==> config.mk <==
export PLATFORM = sky130hd
export DESIGN_NAME = odsd_sign_detect
export DESIGN_NICKNAME = d
export VERILOG_FILES = /design/src/rtl/odsd_pkg.sv /design/src/rtl/odsd_digit_slice.sv /design/src/rtl/odsd_dvm.sv /design/src/rtl/odsd_sum_tree.sv /design/src/rtl/odsd_lane.sv /design/src/rtl/odsd_sign_detect.sv
export SDC_FILE = /design/constraint.sdc
export NUM_CORES = 1
export LEC_CHECK = 0
export BUFFER_PORTS_ARGS = -buffer_cell sky130_fd_sc_hd__buf_4
export CORE_ASPECT_RATIO = 0.75
export CORE_UTILIZATION = 40
export DETAILED_ROUTE_END_ITERATION = 12
export PLACE_DENSITY = 0.58
export RECOVER_POWER = 100
export SLEW_MARGIN = 40
export SYNTH_ARGS = -nofsm -noshare
export SYNTH_HDL_FRONTEND = slang
export SYNTH_SLANG_ARGS = --single-unit
export TNS_END_PERCENT = 100
==> constraint.sdc <==
create_clock -name clk -period 10.6 [get_ports clk]
set_input_delay 2.12 -clock clk [delete_from_list [all_inputs] [get_ports clk]]
set_output_delay 2.12 -clock clk [all_outputs]
set_load 0.02 [all_outputs]
==> src/rtl/odsd_pkg.sv <==
package odsd_pkg;

  typedef enum logic [1:0] {
    ST_IDLE  = 2'd0,
    ST_RUN   = 2'd1,
    ST_CLEAR = 2'd2
  } odsd_state_e;

  localparam logic MODE_TRUNC = 1'b0;
  localparam logic MODE_VAR   = 1'b1;

  // Extra zero-input digit steps after the last sample digit. They make
  // 4^steps exceed half the selection scale, so a nonzero dot product must
  // show a nonzero output digit before the cutoff.
  function automatic int guard_steps(int samp_w, int log_taps);
    return (samp_w + log_taps - 1) / 2 + 1;
  endfunction

endpackage

==> src/rtl/odsd_digit_slice.sv <==
// Radix-4 MSDF digit of a two's complement sample for a given step.
// The first digit is signed (-2..1), later digits are 0..3, and steps
// past the last digit give 0.
module odsd_digit_slice #(
  parameter int W      = 8,
  parameter int STEP_W = 4
) (
  input  logic [W-1:0]      samp,
  input  logic [STEP_W-1:0] step,
  output logic signed [2:0] digit
);
  localparam int DIGITS = W / 2;

  always_comb begin
    digit = '0;
    for (int k = 1; k <= DIGITS; k++) begin
      if (step == STEP_W'(k)) begin
        if (k == 1) digit = {samp[W-1], samp[W-1 -: 2]};
        else        digit = {1'b0, samp[W-2*k+1 -: 2]};
      end
    end
  end
endmodule

==> src/rtl/odsd_dvm.sv <==
// Digit-by-vector multiply: full coefficient times one digit in {-2..3},
// built from shifts and one add.
module odsd_dvm #(
  parameter int W = 8
) (
  input  logic signed [W-1:0] coef,
  input  logic signed [2:0]   digit,
  output logic signed [W+2:0] prod
);
  logic signed [W+2:0] c1, c2;

  assign c1 = {{3{coef[W-1]}}, coef};
  assign c2 = c1 <<< 1;

  always_comb begin
    case (digit)
      3'b001:  prod = c1;
      3'b010:  prod = c2;
      3'b011:  prod = c1 + c2;
      3'b110:  prod = -c2;
      3'b111:  prod = -c1;
      default: prod = '0;
    endcase
  end
endmodule

==> src/rtl/odsd_sum_tree.sv <==
// Binary adder tree over N (power of two) sign-extended terms.
module odsd_sum_tree #(
  parameter int N     = 4,
  parameter int IN_W  = 11,
  parameter int OUT_W = 13
) (
  input  logic [N*IN_W-1:0]       terms,
  output logic signed [OUT_W-1:0] total
);
  logic signed [OUT_W-1:0] node [1:2*N-1];

  generate
    for (genvar g = 0; g < N; g++) begin : g_leaf
      assign node[N+g] = OUT_W'($signed(terms[g*IN_W +: IN_W]));
    end
    for (genvar k = 1; k < N; k++) begin : g_add
      assign node[k] = node[2*k] + node[2*k+1];
    end
  endgenerate

  assign total = node[1];
endmodule

==> src/rtl/odsd_lane.sv <==
// One BPSK lane: MSDF digit extraction, digit-vector products, adder tree
// and the radix-4 residual recurrence with round-half-up digit selection.
module odsd_lane
  import odsd_pkg::*;
#(
  parameter int N      = 4,
  parameter int W      = 8,
  parameter int STEP_W = 4
) (
  input  logic              clk,
  input  logic              rst,
  input  logic              clr,
  input  logic              run,
  input  logic [STEP_W-1:0] step,
  input  logic [N*W-1:0]    samp,
  input  logic [N*W-1:0]    coef,
  output logic              fin_dec,
  output logic              fin_neg
);
  localparam int LOGN   = $clog2(N);
  localparam int SH     = W + LOGN;
  localparam int RES_W  = SH + 3;
  localparam int PROD_W = W + 3;
  localparam logic signed [RES_W:0] HALF = (RES_W+1)'(1) <<< (SH - 1);

  logic signed [2:0]       dig [N];
  logic [N*PROD_W-1:0]     prods;
  logic signed [RES_W-1:0] step_sum;

  generate
    for (genvar g = 0; g < N; g++) begin : g_tap
      logic signed [PROD_W-1:0] p;
      odsd_digit_slice #(.W(W), .STEP_W(STEP_W)) u_slice (
        .samp  (samp[g*W +: W]),
        .step  (step),
        .digit (dig[g])
      );
      odsd_dvm #(.W(W)) u_mul (
        .coef  ($signed(coef[g*W +: W])),
        .digit (dig[g]),
        .prod  (p)
      );
      assign prods[g*PROD_W +: PROD_W] = p;
    end
  endgenerate

  odsd_sum_tree #(.N(N), .IN_W(PROD_W), .OUT_W(RES_W)) u_tree (
    .terms (prods),
    .total (step_sum)
  );

  logic signed [RES_W-1:0] w_q;
  logic                    decided_q, neg_q;
  logic signed [RES_W:0]   v, vh, w_n;
  logic signed [3:0]       z;

  assign v   = ((RES_W+1)'(w_q) <<< 2) + (RES_W+1)'(step_sum);
  assign vh  = v + HALF;
  assign z   = 4'(vh >>> SH);
  assign w_n = v - ((RES_W+1)'(z) <<< SH);

  // Once decided the residual is frozen (clock enable off).
  always_ff @(posedge clk) begin
    if (rst || clr) begin
      w_q       <= '0;
      decided_q <= 1'b0;
      neg_q     <= 1'b0;
    end else if (run && !decided_q) begin
      w_q <= RES_W'(w_n);
      if (z != 4'sd0) begin
        decided_q <= 1'b1;
        neg_q     <= z[3];
      end
    end
  end

  assign fin_dec = decided_q | (z != 4'sd0);
  assign fin_neg = decided_q ? neg_q : z[3];
endmodule

==> src/rtl/odsd_sign_detect.sv <==
module odsd_sign_detect
  import odsd_pkg::*;
#(
  parameter int N_TAPS       = 4,
  parameter int SAMP_W       = 8,
  parameter int TRUNC_DIGITS = 2,
  parameter int LANES        = 2
) (
  input  logic                             clk,
  input  logic                             rst,
  input  logic                             in_valid,
  output logic                             in_ready,
  input  logic                             mode,
  input  logic [LANES*N_TAPS*SAMP_W-1:0]   samp,
  input  logic [N_TAPS*SAMP_W-1:0]         coef,
  output logic                             dec_valid,
  output logic [LANES-1:0]                 dec_neg,
  output logic [LANES-1:0]                 dec_zero
);
  localparam int LOGN      = $clog2(N_TAPS);
  localparam int DIGITS    = SAMP_W / 2;
  localparam int MAX_STEPS = DIGITS + guard_steps(SAMP_W, LOGN);
  localparam int STEP_W    = $clog2(MAX_STEPS + 1);
  localparam int VEC_W     = N_TAPS * SAMP_W;

  odsd_state_e                   state;
  logic [STEP_W-1:0]             step;
  logic                          mode_q;
  logic [LANES*VEC_W-1:0]        samp_q;
  logic [VEC_W-1:0]              coef_q;
  logic [LANES-1:0]              fin_dec, fin_neg;
  logic                          run, clr, last;

  assign run = (state == ST_RUN);
  assign clr = (state == ST_CLEAR);

  generate
    for (genvar l = 0; l < LANES; l++) begin : g_lane
      odsd_lane #(.N(N_TAPS), .W(SAMP_W), .STEP_W(STEP_W)) u_lane (
        .clk     (clk),
        .rst     (rst),
        .clr     (clr),
        .run     (run),
        .step    (step),
        .samp    (samp_q[l*VEC_W +: VEC_W]),
        .coef    (coef_q),
        .fin_dec (fin_dec[l]),
        .fin_neg (fin_neg[l])
      );
    end
  endgenerate

  always_comb begin
    if (mode_q == MODE_TRUNC) last = (step == STEP_W'(TRUNC_DIGITS));
    else                      last = (&fin_dec) || (step == STEP_W'(MAX_STEPS));
  end

  always_ff @(posedge clk) begin
    if (rst) begin
      state     <= ST_IDLE;
      step      <= '0;
      mode_q    <= MODE_TRUNC;
      samp_q    <= '0;
      coef_q    <= '0;
      in_ready  <= 1'b1;
      dec_valid <= 1'b0;
      dec_neg   <= '0;
      dec_zero  <= '0;
    end else begin
      case (state)
        ST_IDLE: begin
          if (in_valid && in_ready) begin
            samp_q   <= samp;
            coef_q   <= coef;
            mode_q   <= mode;
            step     <= STEP_W'(1);
            in_ready <= 1'b0;
            state    <= ST_RUN;
          end
        end
        ST_RUN: begin
          if (last) begin
            dec_valid <= 1'b1;
            dec_neg   <= fin_dec & fin_neg;
            dec_zero  <= ~fin_dec;
            state     <= ST_CLEAR;
          end else begin
            step <= step + STEP_W'(1);
          end
        end
        ST_CLEAR: begin
          dec_valid <= 1'b0;
          in_ready  <= 1'b1;
          step      <= '0;
          state     <= ST_IDLE;
        end
        default: state <= ST_IDLE;
      endcase
    end
  end
endmodule

==> reports/results.tsv, run 1 <==
stage	metric	value	unit
global_route	vias in the first global route	12400	
layout	nets	2149	
floorplanning	die area	35000	sq um
floorplanning	Core Area	33600	sq um
synth	syn_area_per_cell	7.43	sq um
worst_setup_path	R2R Setup Slk	1.13	ns
worst_setup_path	largest fanout on the critical path	19	
status	failing checks	max-capacitance violations, max-slew violations	
synth	Synth cell types	86	
timing	Final Setup Violations	0	
worst_setup_path	max incr delay on CP	0.76	ns
pwr	total power	1.89	mW
worst_setup_path	Worst EP arrival	9.83	ns
layout	diodes inserted	0	
drt	initial DRC count	1182	
pwr	Max rail drop VDD	87.8	uV
synth	ys async rst share	0	%
worst_setup_path	Worst Setup Start Kind	register	
floorplanning	Die W	216	um
placed_design	I/O Buffers	105	
drt	# DRC	0	
synth	Syn Inst Count	1845	
worst_setup_path	FF-to-FF End	dec_valid	
clocking	Sinks on Clock Net	137	
layout	Post-Layout Cell Count	2341	
floorplanning	Row Count	58	
synth	Synth Warn #	0	
worst_setup_path	delay-heaviest family, CP	adder cells	
floorplanning	die height	162	um
drt	DR pass1 iterations	5	
worst_setup_path	CP Capture Type	register	
worst_setup_path	Worst Setup EP	dec_valid	
timing	Final min period	9.47	ns
synth	Synth area leaders	dfxtp_1 (20%), fa_1 (11%), nand2_1 (9.5%)	
global_route	largest net degree at the start of global routing	91	
clocking	hold_buf cts	0	
placed_design	Placed Instances	2309	
layout	Area Growth Syn to Fin	12.0	%
synth	Synth top cells by count	nand2_1 (347), a21oi_1 (230), inv_1 (170)	
floorplanning	num ports	106	
synth	post-synthesis sequential area ratio	20.0	%
timing	Setup TNS	0	ns
drt	Vias	13000	
timing	Slew HR	-170	%
clocking	Num CTS Buffers	17	
worst_setup_path	R2R cell count	30	
clocking	Worst-Skew Late Latency	0.45	ns
worst_setup_path	reg2reg start	step[0]	
drt	Via density	5.57	
synth	mapped cell area	13700	sq um
synth	FF+latch count, synth	137	
layout	ratio of cells with drive above 1 in the final layout	9.41	%
placed_design	GP Congestion	0.954	
global_route	first-pass GRT wire length	68500	um
run	max_cap viols	1	
worst_setup_path	crit path launch	step[0]	
pwr	PD cells	123	nW/um^2
worst_hold_path	Hold WC Path Type	register to register	
timing	Fmax	106	MHz
worst_setup_path	slowest stage cell, crit path	or2_0	
clocking	# resized after CTS	0	
layout	number of fill cells in the layout	3440	
synth	number of synthesized flops with an enable pin	0	
clocking	CTS HTree Levels	4	
drt	DRT antenna net count	0	
timing	final hold violation count	0	
synth	Yosys top cell by area	dfxtp_1	
clocking	clock tree buffer depth	2	
drt	Routed Wire Length	42500	um
synth	syn nets	2116	
synth	main flop type after synthesis	dfxtp_1	
global_route	antenna violations before repair	0	
drt	DR WL/cell	18.2	um
global_route	grt total ovfl	0	
timing	Slew @ Worst Pin	4.05	ns
floorplanning	initial core utilization	40.8	%
worst_setup_path	CP Depth	30	
status	status	complete, but fails checks	
worst_setup_path	critical setup path kind	register to register	
placed_design	DPL Wire Length	33100	um
synth	post-synth top area share	20.0	%
clocking	clock slew at reported path FFs	0.07	ns
clocking	number of setup buffers added after CTS	0	
timing	fin crit share	89.4	%
synth	most common cell in the synthesized netlist	nand2_1	
worst_setup_path	Buf/Inv on CP	6	
worst_setup_path	CP required	10.96	ns
clocking	CTS tree	built	
timing	max-slew violations	91	
global_route	GRT Total Usage	24.7	%
pwr	LEAKAGE	6.54	nW
timing	RSZ-0062 raised after global routing	false	
clocking	Root Driver	clkbuf_16	
timing	Final Skew	0.0126	ns
-- kinds of logic (layout without fill, tap and decap cells) --
family          count (synthesis)  after routing  share of synthesized area, %
xor+xnor                      106            106                          6.87
flops                         137            137                          20.0
fa+ha+maj                     171            171                          19.5
compound gates                540            540                          25.3
simple gates                  581            581                          18.3
buf+inv                       282            328                          7.87
mux                            28             28                          2.14
-- placed cells by master (no fill, tap or decap), types with 14 or more instances in the layout --
| cell | n |
|---|---|
| nand2_1 | 346 |
| a21oi_1 | 230 |
| inv_1 | 170 |
| dfxtp_1 | 137 |
| buf_4 | 110 |
| nor2_1 | 101 |
| ha_1 | 99 |
| xnor2_1 | 92 |
| fa_1 | 72 |
| o21ai_0 | 55 |
| o22ai_1 | 43 |
| a22oi_1 | 32 |
| mux2i_1 | 26 |
| a211oi_1 | 22 |
| nand3_1 | 22 |
| and3_1 | 21 |
| a21o_1 | 19 |
| nor3_1 | 19 |
| clkbuf_16 | 17 |
| a31oi_1 | 15 |
| o221ai_1 | 14 |
| nand2b_1 | 14 |
| o21bai_1 | 14 |
-- area by class of cell --
type | instances | area, sq um | area share (%)
Sequential cell | 137 | 2740 | 17.9
Tap cell | 450 | 563 | 3.67
Inverter | 172 | 646 | 4.21
Clock inverter | 14 | 164 | 1.07
Timing Repair Buffer | 124 | 893 | 5.82
Multi-Input combinational cell | 1426 | 9920 | 64.6
Clock buffer | 18 | 429 | 2.80
-- worst min-delay path, cell delays in order, from the launching register on --
cell and delay [ns]:
dfxtp_1 0.31, nand2_1 0.05, a21oi_1 0.05
-- routing by layer --
layer	up-vias	track usage, %	part of all wire [%]
met5	-	0	0
met4	0	4.90	1.2
met3	36	4.05	6.0
met2	391	37.4	43
met1	6221	36.8	50
li1	6395	-	-
-- worst min-delay path by stage --
stage,startpoint,to,slack [ns],depth (start not counted)
2_1_floorplan,g_lane[0].u_lane.w_q[6],g_lane[0].u_lane.w_q[6],0.43,2
3_3_place_gp,g_lane[1].u_lane.w_q[8],g_lane[1].u_lane.w_q[8],0.44,2
3_5_place_dp,samp_q[60],samp_q[60],0.45,2
4_1_cts,samp_q[60],samp_q[60],0.45,2
5_1_grt,g_lane[1].u_lane.w_q[7],g_lane[1].u_lane.w_q[7],0.47,2
6_report,g_lane[1].u_lane.w_q[10],g_lane[1].u_lane.w_q[10],0.45,2
-- sequential cells by signal (all words and copies together), names as in the netlist --
name,cells
samp_q,64
g_lane.u_lane.decided_q,2
dec_neg,2
state,2
step,4
in_ready,1
dec_valid,1
g_lane.u_lane.w_q,24
g_lane.u_lane.neg_q,2
dec_zero,2
coef_q,32
mode_q,1
-- through the flow --
stage | utilization (%) | area (sq um) | worst slack [ns] | hold slack, ns
finish | 45.7 | 15400 | 1.13 | 0.451
global route | 45.7 | 15400 | 0.539 | 0.467
CTS | 45.9 | 15400 | 1.62 | 0.455
detailed placement | 44.1 | 14800 | 1.69 | 0.446
global placement | 44.1 | 14800 | 2.01 | 0.440
floorplan | - | 13700 | 2.76 | 0.432
-- where the power goes --
group	internal (mW)	switching, mW
combinational	0.254	0.414
clock	0.353	0.268
sequential	0.555	0.0506
total	1.16	0.732
(Power assumes the default switching activity.)
==> inputs of run 2 (changes only) <==
Settings changed: CORE_ASPECT_RATIO 0.75 to 0.9, PLACE_DENSITY 0.58 to 0.57, SYNTH_HIERARCHICAL set to 1.
==> run 2 against run 1 <==
Net effect: the flow still finishes with violations (max-capacitance violations, max-slew violations); clock power grew 0.8%; setup slack gained 0.16 ns; total power grew 18%; synthesized cell count grew 27%; combinational power grew 41%; utilization shrank 0.35 points; final cell count grew 28%; via count grew 33%.
==> reports/results.tsv, run 2 <==
stage	metric	value	unit
floorplanning	die area	44800	sq um
timing	final hold violation count	0	
synth	Yosys top cell by area	ha_1	
drt	Vias	17400	
synth	most common cell in the synthesized netlist	nand2_1	
layout	final instance area	19600	sq um
drt	initial DRC count	1199	
placed_design	I/O Buffers	105	
synth	post-synthesis sequential area ratio	15.6	%
floorplanning	num ports	106	
worst_setup_path	most used cell, CP	ha_1	
timing	worst setup margin	1.28	ns
timing	Slew @ Worst Pin	4.35	ns
clocking	clock slew at reported path FFs	0.07	ns
layout	Area Growth Syn to Fin	11.3	%
synth	Synth Warn #	6	
timing	Final Setup Violations	0	
placed_design	DPL Wire Length	39600	um
pwr	LEAKAGE	7.85	nW
synth	mux contribution to synthesized area	3.84	%
pwr	sw frac	41.1	%
clocking	clock tree buffer depth	2	
global_route	first-pass GRT wire length	83800	um
worst_setup_path	Buf/Inv on CP	3	
floorplanning	Core Area	43200	sq um
layout	commonest non-fill, non-tap cell in the layout	nand2_1	
synth	largest family of logic cells by synthesized area	compound AO/OA/AOI/OAI gates	
drt	DRT antenna net count	0	
synth	post-synthesis adder-cell area fraction	17.6	%
synth	number of synthesized flops with an enable pin	0	
global_route	antenna violations before repair	0	
placed_design	Area after DPL	19000	sq um
global_route	GRT Total Usage	22.6	%
synth	Syn Inst Count	2351	
status	failing checks	max-capacitance violations, max-slew violations	
synth	Synth top cells by count	nand2_1 (353), a21oi_1 (245), ha_1 (222)	
placed_design	GP Congestion	0.888	
clocking	number of setup buffers added after CTS	0	
pwr	Power Internal	1.32	mW
timing	Setup TNS	0	ns
worst_setup_path	largest fanout on the critical path	43	
timing	Fmax	107	MHz
synth	Synth area leaders	ha_1 (16%), dfxtp_1 (16%), nand2_1 (7.5%)	
synth	mapped cell area	17600	sq um
timing	max-slew violations	192	
synth	ys async rst share	0	%
worst_setup_path	CP required	10.91	ns
layout	Top reg by flops	samp_q	
layout	ratio of cells with drive above 1 in the final layout	10.5	%
synth	main flop type after synthesis	dfxtp_1	
synth	Post-Synth XOR/XNOR Area	7.16	%
pwr	Logic pwr share	42.0	%
placed_design	pre-CTS setup slack	2.04	ns
synth	Synth cell types	91	
worst_setup_path	R2R Setup Slk	1.28	ns
synth	area share of and/or/nand/nor cells after synthesis	23.1	%
worst_setup_path	Worst EP arrival	9.63	ns
run	max_cap viols	3	
synth	FF+latch count, synth	137	
synth	syn_area_per_cell	7.48	sq um
clocking	# resized after CTS	0	
floorplanning	Die W	223	um
layout	diodes inserted	0	
floorplanning	initial core utilization	40.7	%
global_route	largest net degree at the start of global routing	92	
layout	Largest regs	samp_q x64, coef_q x32, g_lane.u_lane/w_q x24	
status	status	complete, but fails checks	
pwr	PD cells	114	nW/um^2
timing	fin crit share	87.9	%
worst_setup_path	CP Capture Type	register	
timing	RSZ-0062 raised after global routing	false	
synth	post-synth top area share	15.8	%
clocking	Num CTS Buffers	17	
floorplanning	Row Count	72	
pwr	Max rail drop VDD	123	uV
synth	syn nets	2689	
worst_setup_path	slowest stage cell, crit path	dfxtp_1	
clocking	Worst-Skew Late Latency	0.44	ns
worst_setup_path	delay-heaviest family, CP	compound AO/OA/AOI/OAI gates	
timing	Final min period	9.32	ns
timing	Slew HR	-190	%
clocking	CTS HTree Levels	4	
clocking	CTS tree	built	
drt	Via density	5.80	
layout	nets	2763	
pwr	P_sw	917	uW
drt	DR WL/cell	17.2	um
clocking	Sinks on Clock Net	137	
layout	commonest cells after routing, fill and taps aside	nand2_1 (353), a21oi_1 (245), ha_1 (222), dfxtp_1 (135), nor2_1 (132)	
worst_setup_path	max incr delay on CP	0.79	ns
clocking	Root Driver	clkbuf_16	
worst_hold_path	Hold WC Path Type	register to register	
pwr	clock power share	28.0	%
pwr	sequential power share	29.9	%
synth	compound-cell area share of the yosys netlist	27.5	%
floorplanning	die height	201	um
clocking	hold_buf cts	0	
timing	Final Skew	0.0144	ns
drt	Routed Wire Length	51300	um
global_route	vias in the first global route	16400	
worst_setup_path	Worst Setup Start Kind	register	
drt	# DRC	0	
global_route	grt total ovfl	0	
layout	Largest register FFs	64	
drt	DR pass1 iterations	5	
worst_setup_path	critical setup path kind	register to register	
[run 2: changes by cell type in the layout (fill, tap and decap cells not counted), sizes merged, moves of 26 or more]
cell and delta:
o21ai +79, nor2b +33, fa -56, nor3 +33
xnor2 +26, inv -36, mux2i +31, a211oi +32
ha +123, nor2 +28, o211ai +29
[run 2: metal layers]
| metal | up-vias | routed length (um) | global-route usage [%] |
|---|---|---|---|
| li1 | 8713 | - | - |
| met1 | 8118 | 25400 | 32.3 |
| met2 | 472 | 22500 | 35.4 |
| met3 | 51 | 2630 | 2.99 |
| met4 | 0 | 826 | 6.03 |
| met5 | - | 0 | 0 |
[run 2: final cells by class]
| cell class | count | area, sq um |
|---|---|---|
| fill | 4280 | 23600 |
| multi-input combinational | 2000 | 14000 |
| sequential | 137 | 2750 |
| timing repair buffer | 137 | 1000 |
| tap | 555 | 694 |
| inverter | 132 | 495 |
| clock buffer | 17 | 425 |
| clock inverter | 15 | 175 |
[run 2: kinds of logic (layout without fill, tap and decap cells)]
| kind of cell | count (synthesis) | in the layout |
|---|---|---|
| simple gates | 814 | 814 |
| flops | 137 | 137 |
| fa+ha+maj | 238 | 238 |
| mux | 65 | 65 |
| xor+xnor | 142 | 142 |
| buf+inv | 214 | 301 |
| compound gates | 741 | 741 |
[run 2: per-stage QoR]
step	total power, mW	std cells	hold WS [ns]	util, %
final	2.23	2993	0.457	45.3
after global placement	1.59	2959	0.444	44.0
after global routing	2.38	2993	0.476	45.3
after detailed placement	1.61	2960	0.447	44.1
after floorplan	1.36	2351	0.436	-
after CTS	2.24	2992	0.457	45.5
[run 2: final timing paths]
| path | from | endpoint | depth (start not counted) |
|---|---|---|---|
| worst min-delay path | samp_q[48] | samp_q[48] | 2 |
| worst min register to register | samp_q[48] | samp_q[48] | 2 |
| worst max-delay path | step[0] | step[1] | 34 |
| worst max register to register | step[0] | step[1] | 34 |
[run 2: worst min-delay path, stage by stage (launching register included)]
cell and delay (ns):
dfxtp_1 0.31, nand2_1 0.05, a21oi_1 0.05
[run 2: power by group through the flow]
stage / registers (mW) / clock network [mW] / logic [mW]
after floorplan: 0.656 / 0 / 0.705
after global placement: 0.678 / 0 / 0.914
after detailed placement: 0.679 / 0 / 0.929
after CTS: 0.668 / 0.640 / 0.934
after global routing: 0.680 / 0.661 / 1.04
final: 0.669 / 0.626 / 0.938
==> inputs of run 3 (changes only) <==
Settings changed: CORE_UTILIZATION 40 to 42, PLACE_DENSITY 0.57 to 0.6.
Clock period 10.6 ns to 11.8 ns, I/O delays scaled along.
==> run 3 against run 2 <==
Net effect: the run still ends with max-capacitance violations, max-slew violations left; hold slack got worse by 0.0015 ns; final cell count fell by 0.50%; die area fell by 4.7%; final area fell by 0.40%; maximum frequency fell by 4.1%; critical path depth fell by 4; via count rose by 0.47%; clock power fell by 14%; critical endpoint unchanged; largest cell class unchanged.
==> reports/results.tsv, run 3 (same netlist as run 2, synthesis figures left out) <==
stage	metric	value	unit
pwr	sequential power share	31.0	%
pwr	Max rail drop VDD	86.2	uV
floorplanning	initial core utilization	43.0	%
worst_setup_path	Worst Setup Start Kind	register	
floorplanning	die height	196	um
floorplanning	Row Count	70	
drt	DR WL/cell	17.4	um
worst_hold_path	Hold WC Path Type	register to register	
global_route	largest net degree at the start of global routing	100	
run	max_cap viols	4	
drt	Via density	5.85	
placed_design	DPL Wire Length	40200	um
drt	initial DRC count	1242	
pwr	sw frac	42.1	%
worst_setup_path	largest fanout on the critical path	43	
worst_setup_path	critical setup path kind	register to register	
timing	worst setup margin	2.08	ns
layout	commonest non-fill, non-tap cell in the layout	nand2_1	
clocking	Sinks on Clock Net	137	
timing	Setup TNS	0	ns
timing	final hold violation count	0	
placed_design	Placed Instances	2945	
global_route	grt total ovfl	0	
timing	Final Skew	0.0192	ns
layout	commonest cells after routing, fill and taps aside	nand2_1 (353), a21oi_1 (245), ha_1 (222), dfxtp_1 (136), nor2_1 (132)	
layout	Area Growth Syn to Fin	10.8	%
floorplanning	Die W	218	um
clocking	Worst-Skew Late Latency	0.46	ns
layout	final core occ	47.6	%
pwr	Logic pwr share	41.9	%
placed_design	I/O Buffers	105	
timing	Slew HR	-200	%
timing	Fmax	103	MHz
timing	fin crit share	82.3	%
layout	Post-Layout Cell Count	2978	
worst_setup_path	max incr delay on CP	1.32	ns
timing	Slew @ Worst Pin	4.50	ns
clocking	CTS tree	built	
status	status	complete, but fails checks	
timing	Final Setup Violations	0	
timing	RSZ-0062 raised after global routing	false	
floorplanning	num ports	106	
status	failing checks	max-capacitance violations, max-slew violations	
clocking	# resized after CTS	0	
layout	ratio of cells with drive above 1 in the final layout	10.2	%
clocking	Num CTS Buffers	17	
drt	DRT antenna net count	0	
placed_design	pre-CTS setup slack	3.24	ns
layout	final instance area	19500	sq um
worst_setup_path	CP Capture Type	register	
drt	# DRC	0	
drt	DR pass1 iterations	7	
timing	Final min period	9.72	ns
clocking	clock slew at reported path FFs	0.06	ns
worst_setup_path	Worst EP arrival	10.04	ns
pwr	PD cells	102	nW/um^2
clocking	hold_buf cts	0	
clocking	Root Driver	clkbuf_16	
pwr	LEAKAGE	7.81	nW
timing	max-slew violations	219	
global_route	antenna violations before repair	1	
placed_design	GP Congestion	0.934	
pwr	clock power share	27.1	%
clocking	clock tree buffer depth	2	
clocking	number of setup buffers added after CTS	0	
clocking	CTS HTree Levels	4	
layout	nets	2762	
pwr	Power Internal	1.15	mW
worst_setup_path	most used cell, CP	ha_1	
worst_setup_path	CP required	12.12	ns
global_route	first-pass GRT wire length	83400	um
drt	Routed Wire Length	51900	um
drt	Vias	17400	
worst_setup_path	slowest stage cell, crit path	dfxtp_1	
pwr	total power	1.98	mW
pwr	P_sw	835	uW
global_route	vias in the first global route	16100	
floorplanning	die area	42700	sq um
layout	Top reg by flops	samp_q	
placed_design	Area after DPL	19000	sq um
timing	Hold Worst Slack	0.456	ns
layout	Largest register FFs	64	
global_route	GRT Total Usage	24.0	%
layout	Largest regs	samp_q x64, coef_q x32, g_lane.u_lane/w_q x24	
layout	number of fill cells in the layout	4112	
floorplanning	Core Area	40900	sq um
[run 3: routing by layer]
metal | wire length, um | part of all wire (%) | global-route usage (%) | vias to the layer above
met5 | 0 | 0 | 0 | -
met4 | 811 | 1.6 | 5.40 | 0
li1 | - | - | - | 8684
met2 | 23200 | 45 | 38.1 | 446
met3 | 2650 | 5.1 | 3.50 | 58
met1 | 25300 | 49 | 34.0 | 8248
[run 3: cell type report]
| cell class | count | area (sq um) | share of cell area [%] |
|---|---|---|---|
| tap | 540 | 676 | 3.47 |
| clock buffer | 18 | 439 | 2.25 |
| sequential | 137 | 2750 | 14.1 |
| clock inverter | 14 | 130 | 0.668 |
| inverter | 132 | 495 | 2.54 |
| antenna | 1 | 2.50 | 0.0128 |
| multi-input combinational | 2000 | 14000 | 71.8 |
| timing repair buffer | 136 | 1000 | 5.14 |
[run 3: path summary, 6_finish.rpt]
kind	start	to	slack [ns]	cells past startpoint
max	step[0]	step[1]	2.08	30
min	samp_q[35]	samp_q[35]	0.46	2
max reg2reg	step[0]	step[1]	2.08	30
min reg2reg	samp_q[35]	samp_q[35]	0.46	2
[run 3: critical path: cells and delay by family, from the launching register on]
kind / cells / cell delay [ns]
AOI/OAI and AO/OA: 11 / 3.06
xor gates and xnor gates: 1 / 0.07
adders and majority gates: 4 / 1.25
buffers and inverters: 1 / 0.74
DFF: 1 / 1.32
muxes: 3 / 0.56
and+or+nand+nor: 10 / 2.58
[run 3: power by group through the flow]
stage	clock [mW]	sequential, mW	combinational [mW]
floorplan	0	0.590	0.634
global placement	0	0.623	0.803
detailed placement	0	0.625	0.831
CTS	0.550	0.615	0.835
global route	0.568	0.627	0.924
finish	0.537	0.615	0.831
